**config.mk**
```make
export PLATFORM = sky130hd
export DESIGN_NAME = tdbi_lane_codec
export DESIGN_NICKNAME = d
export VERILOG_FILES = /design/src/rtl/tdbi_pkg.sv /design/src/rtl/tdbi_lane_enc.sv /design/src/rtl/tdbi_lane_dec.sv /design/src/rtl/tdbi_lane_codec.sv
export SDC_FILE = /design/constraint.sdc
export NUM_CORES = 1
export LEC_CHECK = 0
export CORE_ASPECT_RATIO = 1.1
export CORE_MARGIN = 10
export CORE_UTILIZATION = 70
export DETAILED_ROUTE_END_ITERATION = 16
export DONT_BUFFER_PORTS = 1
export GPL_TIMING_DRIVEN = 1
export PLACE_DENSITY = 0.89
export SKIP_LAST_GASP = 1
export SYNTH_ARGS = -nofsm -noshare
export SYNTH_HDL_FRONTEND = slang
export SYNTH_SLANG_ARGS = --single-unit
```
**constraint.sdc**
```tcl
create_clock -name clk -period 12.9 [get_ports clk]
set_clock_uncertainty 0.1 [all_clocks]
set_input_delay 0.645 -clock clk [delete_from_list [all_inputs] [get_ports clk]]
set_output_delay 0.645 -clock clk [all_outputs]
set_load 0.005 [all_outputs]
```
**src/rtl/tdbi_pkg.sv**
```systemverilog
package tdbi_pkg;

   // number of set bits in a word of up to 64 bits
   function automatic int unsigned ones_in(input logic [63:0] v, input int unsigned n);
      int unsigned c;
      c = 0;
      for (int unsigned i = 0; i < 64; i++) begin
         if (i < n && v[i]) c++;
      end
      return c;
   endfunction

endpackage

```
**src/rtl/tdbi_lane_enc.sv**
```systemverilog
module tdbi_lane_enc
   import tdbi_pkg::*;
#(
   parameter int unsigned W = 8
) (
   input  logic         clk,
   input  logic         rst_n,
   input  logic         beat_ok,
   input  logic [W-1:0] plain,
   output logic [W-1:0] wire_data,
   output logic         wire_inv
);
   localparam int unsigned LIMIT = W / 2;

   logic [W-1:0] last_data;
   logic         last_inv;
   logic [W-1:0] delta;
   int unsigned  plain_sw;
   logic         flip;

   always_comb begin
      delta    = plain ^ last_data;
      plain_sw = ones_in(64'(delta), W) + (last_inv ? 1 : 0);
      flip     = (plain_sw > LIMIT);
   end

   always_ff @(posedge clk or negedge rst_n) begin
      if (!rst_n) begin
         last_data <= '0;
         last_inv  <= 1'b0;
      end else if (beat_ok) begin
         last_data <= flip ? ~plain : plain;
         last_inv  <= flip;
      end
   end

   assign wire_data = last_data;
   assign wire_inv  = last_inv;
endmodule

```
**src/rtl/tdbi_lane_dec.sv**
```systemverilog
module tdbi_lane_dec #(
   parameter int unsigned W       = 8,
   parameter bit          DEC_REG = 1'b1
) (
   input  logic         clk,
   input  logic         rst_n,
   input  logic         beat_ok,
   input  logic [W-1:0] coded,
   input  logic         inv,
   output logic [W-1:0] plain
);
   logic [W-1:0] restored;

   assign restored = coded ^ {W{inv}};

   generate
      if (DEC_REG) begin : g_reg
         logic [W-1:0] hold_q;
         always_ff @(posedge clk or negedge rst_n) begin
            if (!rst_n)       hold_q <= '0;
            else if (beat_ok) hold_q <= restored;
         end
         assign plain = hold_q;
      end else begin : g_comb
         assign plain = restored;
      end
   endgenerate
endmodule

```
**src/rtl/tdbi_lane_codec.sv**
```systemverilog
module tdbi_lane_codec #(
   parameter int unsigned LANES   = 4,
   parameter int unsigned LANE_W  = 8,
   parameter bit          DEC_REG = 1'b1
) (
   input  logic                     clk,
   input  logic                     rst_n,
   input  logic                     tx_valid,
   input  logic [LANES*LANE_W-1:0]  tx_data,
   output logic                     tx_q_valid,
   output logic [LANES*LANE_W-1:0]  tx_q_data,
   output logic [LANES-1:0]         tx_q_inv,
   input  logic                     rx_valid,
   input  logic [LANES*LANE_W-1:0]  rx_data,
   input  logic [LANES-1:0]         rx_inv,
   output logic                     rx_q_valid,
   output logic [LANES*LANE_W-1:0]  rx_q_data
);
   localparam int unsigned BUS_W = LANES * LANE_W;

   if (LANES < 1) begin : g_bad_lanes
      initial $fatal(1, "LANES must be at least 1");
   end
   if (LANE_W < 2 || LANE_W > 64 || (LANE_W % 2) != 0) begin : g_bad_width
      initial $fatal(1, "LANE_W must be even and within 2..64");
   end
   if (BUS_W < LANE_W) begin : g_bad_bus
      initial $fatal(1, "bus width inconsistent");
   end

   always_ff @(posedge clk or negedge rst_n) begin
      if (!rst_n) tx_q_valid <= 1'b0;
      else        tx_q_valid <= tx_valid;
   end

   generate
      if (DEC_REG) begin : g_rxv_reg
         always_ff @(posedge clk or negedge rst_n) begin
            if (!rst_n) rx_q_valid <= 1'b0;
            else        rx_q_valid <= rx_valid;
         end
      end else begin : g_rxv_comb
         assign rx_q_valid = rx_valid;
      end
   endgenerate

   for (genvar k = 0; k < LANES; k++) begin : g_lane
      tdbi_lane_enc #(.W(LANE_W)) enc_i (
         .clk       (clk),
         .rst_n     (rst_n),
         .beat_ok   (tx_valid),
         .plain     (tx_data[k*LANE_W +: LANE_W]),
         .wire_data (tx_q_data[k*LANE_W +: LANE_W]),
         .wire_inv  (tx_q_inv[k])
      );
      tdbi_lane_dec #(.W(LANE_W), .DEC_REG(DEC_REG)) dec_i (
         .clk     (clk),
         .rst_n   (rst_n),
         .beat_ok (rx_valid),
         .coded   (rx_data[k*LANE_W +: LANE_W]),
         .inv     (rx_inv[k]),
         .plain   (rx_q_data[k*LANE_W +: LANE_W])
      );
   end
endmodule

```
==> results of run 1 <==
[cells by family after synthesis]
kind of cell | Yosys count | share of synthesized area (%)
XOR/XNOR | 146 | 24.0
AO/OA/AOI/OAI | 162 | 18.6
multiplexers | 13 | 2.35
adder cells (fa/ha/maj) | 36 | 7.18
AND/OR/NAND/NOR | 216 | 16.6
buffers and inverters | 50 | 3.39
flip-flops | 70 | 27.9
[state kept, by name, summed over array words and instances, names as in the netlist]
name and count:
g_lane.enc_i.wire_data 32, g_lane.enc_i.wire_inv 4, tx_q_valid 1, rx_q_valid 1, g_lane.dec_i.plain 32
[through the flow]
step           cells  area (sq um)  hold WS, ns  worst slack (ns)
2_1_floorplan    693          6270        0.249              6.97
3_3_place_gp     780          6300        0.252              6.76
3_5_place_dp     780          6300        0.252              6.46
4_1_cts          797          6530       0.0691              6.54
5_1_grt          797          6530       0.0561              6.22
6_report         797          6530       0.0551              6.54
[placed cells by master, fill, tap and decap left out, drive strengths merged, types with 11 or more instances in the layout]
cell type | Yosys | routed
a221o | 16 | 16
inv | 20 | 21
nor2 | 73 | 73
nand3 | 22 | 22
nand2 | 49 | 49
ha | 36 | 36
dfrtp | 70 | 70
a21oi | 44 | 44
o21ai | 18 | 18
nand3b | 13 | 13
a211oi | 21 | 21
mux2 | 11 | 11
xnor2 | 95 | 95
xor2 | 37 | 37
nor3 | 16 | 16
[critical path, cell delays in order (launching register included)]
cell and delay (ns):
dfrtp_1 0.45, xor2_2 0.26, or3_2 0.57, nand2_1 0.10, xor2_1 0.07, mux2_2 0.27, ha_1 0.30, nor2_1 0.07
a211oi_1 0.26, ha_1 0.27, and2_1 0.17, or2_2 0.30, ha_1 0.29, nand2b_1 0.16, o31a_1 0.15, ha_1 0.28
mux2_2 0.29, ha_1 0.22, xnor2_1 0.22, xnor2_1 0.14, nor2_1 0.08, a2111oi_4 0.72, xnor2_1 0.18, mux2_2 0.31
[metal layers]
metal	up-vias	routed length [microns]
met5	-	0
met4	0	246
met3	19	1770
met2	202	7510
met1	2435	5610
li1	2467	-
[area by class of cell]
type,instances,area [sq um]
multi-input combinational,573,4310
tap,114,143
fill,618,2260
clock inverter,7,73.8
sequential,70,1750
timing repair buffer,4,50.0
clock buffer,9,124
inverter,20,75.1
[final timing paths]
check	cells past startpoint	slack, ns	to
worst max-delay path	23	6.54	g_lane[1].enc_i.wire_data[1]
worst min-delay path	1	0.06	g_lane[0].dec_i.plain[1]
worst max register to register	23	6.54	g_lane[1].enc_i.wire_data[1]
worst min register to register	2	0.46	g_lane[1].dec_i.plain[4]
max in group asynchronous	1	12.32	tx_q_valid
min in group clk	0	0.22	rx_q_valid
==> summary.md, run 1 <==
| Metric | Value |
|---|---|
| Outcome | finished clean |
| Initial antenna violation count | 0 |
| Ys async rst share | between 90% and 100% |
| First-pass GRT wire length | around 25 mm |
| Clk_lat worst skew | between 0.3 and 0.4 ns |
| Crit. End Element | flop |
| Gpl congestion | roughly 0.89 |
| Seq cells post-synth | 70 |
| Vias in the first global route | 5170 |
| N_diodes | 0 |
| Clock sink count | 70 |
| Max cap viols | 0 |
| CP arrival | 6.49 ns |
| Clock root buffer | clkbuf_8 |
| Die height | around 120 microns |
| Met3 usage | a little over a tenth |
| RSZ-0062 raised after global routing | false |
| Antenna Nets Post-Route | 0 |
| Starting Density | a little under three quarters |
| Yosys cell types | 73 |
| Slew @ Worst Pin | roughly 0.84 ns |
| Clock transition at the registers of the reported paths | around 0.08 ns |
| Setup crit start | g_lane[1].enc_i.wire_data[2] |
| Layer with the highest usage | met2 |
| Reg-to-reg startpoint | g_lane[1].enc_i.wire_data[2] |
| Setup TNS | 0 ns |
| Met2 usage | between 30 and 40% |
| Synth top area share | between 20% and 30% |
| Vias per Instance | between 6 and 7 |
| Mapped cell area | about 0.0063 sq mm |
| Area leader, netlist | dfrtp_1 |
| WL/cell | between 15 and 20 microns |
| Core box area | between 0.008 and 0.009 sq mm |
| HP Class | in -> async |
| Area grow syn2layout | 4.03% |
| Most frequently used flop master after synthesis | dfrtp_1 |
| Post-synth EDFFs | 0 |
| Final setup fails | 0 |
| Worst Path Required | around 13 ns |
| Synthesized instance count | ~700 |
| Detailed-route via count | just over 5000 |
| Die area | 0.0132 sq mm |
| Commonest cells post-synth | 93 x xnor2_1, 73 x nor2_1, 70 x dfrtp_1 |
| Post-layout util | between 70% and 80% |
| Post-Synthesis Net Count | between 800 and 900 |
| Post-cts repair resize count | 0 |
| Initial detailed-routing violation count | between 300 and 400 |
| CTS Buf Count | 9 |
| GRT Util Overall | between 20% and 30% |
| YS warnings | 0 |
| Average size of a mapped cell | a little over 9 sq um |
| IO Pins | around 140 |
| Max_slew headroom | 43.8% |
| Post-synthesis sequential area ratio | approximately 28% |
| Most frequent cell after synthesis | xnor2_1 |
| DR DRC count | 0 |
| Total iterations of the first detailed-routing run | 7 |
| Num rows | 36 |
| Ratio of final minimum period to clock period | 49.3% |
| CP max FO | 10 |
| Largest cells by area after synthesis | dfrtp_1 28%, xnor2_1 13%, ha_1 7.2% |
| Worst setup path class | reg -> reg |
| Global Route met1 Usage | ~26% |
| Share of layout cells above drive strength 1 | approximately 7.6% |
| Critical Path Source Type | flop |
| Pin count of the biggest net entering global routing | 71 |
| Pins Over Slew Limit | 0 |
| Tmin final | around 6.4 ns |
| Detailed-route wire length | between 15 and 20 mm |
| Max Clk Rate | ~0.16 GHz |
| Post-CTS setup buffers | 0 |
| Die W | around 110 microns |
| Final Hold Fails | 0 |
| Buffers on Ports | 0 |
| Overflow after GRT | 0 |
| Fin nets | about 790 |
| CTS Hold Bufs | 1 |
| H-tree depth | 3 |
| HPWL Detailed | ~12 mm |
| CTS tree | built |
| Max Buffers Root-to-Sink | 2 |
Power of run 1 is left out: the tool's default activity adds up to more than one toggle a clock period on the data nets, which glitch-free logic cannot reach.
==> inputs of run 2 (changes only) <==
- CORE_UTILIZATION: 70 -> 59
- PLACE_DENSITY: 0.89 -> 0.81
- clock period: 12.9 -> 5.6 ns (I/O delays scaled with it)
==> summary.md, run 2 (synthesis results as in run 1) <==
| Metric | Value |
|---|---|
| Detailed-route via count | about 5700 |
| Antenna Nets Post-Route | 0 |
| Post-DP Area | about 0.0065 sq mm |
| IO Pins | 142 |
| WL/cell | between 20 and 25 microns |
| Share of layout cells above drive strength 1 | about 20% |
| HPWL Detailed | roughly 13 mm |
| Final Hold Fails | 1 |
| Core box area | about 0.010 sq mm |
| Clock sink count | 70 |
| Max cap viols | 0 |
| Initial antenna violation count | 0 |
| Worst setup path class | reg -> reg |
| Max Clk Rate | 0.180 GHz |
| Die height | approximately 130 microns |
| N_diodes | 0 |
| Clock transition at the registers of the reported paths | ~0.060 ns |
| Fin nets | 840 |
| Clock root buffer | clkbuf_16 |
| Outcome | complete, but fails checks |
| First-pass GRT wire length | 28.4 mm |
| Worst Path Required | roughly 5.7 ns |
| Starting Density | between 60% and 70% |
| Detailed-route wire length | between 15 and 20 mm |
| HP Class | in -> reg |
| CP arrival | ~5.7 ns |
| CP max FO | 4 |
| Crit. End Element | flop |
| DR DRC count | 0 |
| CTS tree | built |
| Final setup fails | 0 |
| Critical Path Source Type | flop |
| Die area | around 0.015 sq mm |
| Setup WS pre-CTS | -0.113 ns |
| Area grow syn2layout | 21.4% |
| Vias per Instance | between 6 and 7 |
| Final Cell Area | between 0.007 and 0.008 sq mm |
| Vias in the first global route | between 5000 and 6000 |
| Setup ws final | approximately 0.048 ns |
| Pin count of the biggest net entering global routing | slightly above 70 |
| Initial detailed-routing violation count | between 500 and 600 |
| Total iterations of the first detailed-routing run | 6 |
| H-tree depth | 3 |
| Max Buffers Root-to-Sink | 2 |
| Buffers on Ports | 0 |
| Commonest non-fill, non-tap cell in the layout | xnor2_1 |
| Hold Worst Slack | -0.00264 ns |
| Fillers | approximately 700 |
| GRT Util Overall | 22.4% |
| Die W | 118 microns |
| Tmin final | approximately 5.6 ns |
| Clk_lat worst skew | approximately 0.34 ns |
| Commonest non-fill, non-tap cells in the layout | 82 x xnor2_1, 71 x nor2_1, 63 x dfrtp_1, 44 x nand2_1, 44 x a21oi_1 |
| Failing checks | hold timing |
| Num rows | 39 |
| Overflow after GRT | 0 |
| Pins Over Slew Limit | 0 |
| Ratio of final minimum period to clock period | approximately 99% |
| Slew @ Worst Pin | approximately 1.2 ns |
| CTS Buf Count | 9 |
| Gpl congestion | slightly above 0.9 |
| Max_slew headroom | 20.7% |
==> run 2: through the flow <==
stage | instances | utilization, % | TNS [ns] | hold WS, ns
floorplan | 693 | - | 0 | -0.116
global placement | 831 | 62.9 | 0 | -0.113
detailed placement | 831 | 62.9 | -0.889 | -0.113
CTS | 866 | 69.1 | 0 | 0.00182
global route | 879 | 73.3 | -1.97 | -0.00736
finish | 879 | 73.3 | 0 | -0.00264
==> run 2: worst max-delay path: stages, from the launching register on <==
cell	delay (ns)
dfrtp_2	0.46
xnor2_4	0.27
inv_2	0.08
ha_4	0.18
nor2_1	0.12
a31oi_1	0.09
mux2_4	0.33
ha_4	0.28
nor2_2	0.04
a211oi_2	0.26
ha_1	0.27
and2_1	0.15
or2_4	0.26
ha_4	0.24
nand2b_4	0.14
o31a_1	0.15
ha_1	0.29
mux2_4	0.29
ha_4	0.18
and4b_1	0.26
mux2i_2	0.09
a2111oi_4	0.33
buf_4	0.21
xnor2_1	0.07
mux2_2	0.27
==> run 2: repair_timing <==
action	in CTS	in global routing
pin swaps	5	27
hold endpoints to repair	119	2
hold buffers	17	1
setup endpoints to repair	16	36
buffers inserted	2	12
gates cloned	1	0
gates resized for setup	13	67
==> run 2: path summary, 6_finish.rpt <==
path | start | endpoint | slack, ns | cells past startpoint
worst min register to register | g_lane[0].dec_i.plain[0] | g_lane[0].dec_i.plain[0] | 0.46 | 2
min in group asynchronous | rst_n | g_lane[3].enc_i.wire_data[2] | 0.43 | 2
worst min-delay path | tx_data[20] | g_lane[2].enc_i.wire_data[4] | -0.003 | 1
worst max register to register | g_lane[1].enc_i.wire_data[0] | g_lane[1].enc_i.wire_data[0] | 0.05 | 24
max in group asynchronous | rst_n | g_lane[1].enc_i.wire_data[0] | 4.68 | 2
worst max-delay path | g_lane[1].enc_i.wire_data[0] | g_lane[1].enc_i.wire_data[0] | 0.05 | 24
==> run 2: area by class of cell <==
type | instances | area [sq um] | share of cell area [%]
well taps | 143 | 179 | 2.35
inverters | 20 | 75.1 | 0.986
repair buffers | 58 | 526 | 6.90
clock inverters | 3 | 90.1 | 1.18
clock buffers | 12 | 267 | 3.50
flip-flops and latches | 70 | 1760 | 23.1
multi-input cells | 573 | 4720 | 62.0
==> run 2: per-layer routing <==
layer,global-route usage (%),wire (microns),share of wire (%)
met4,10.3,780,4.1
met1,23.8,6910,36
met5,0,0,0
met2,40.1,9530,50
met3,6.56,1770,9.3
Power of run 2 is left out for the same reason.
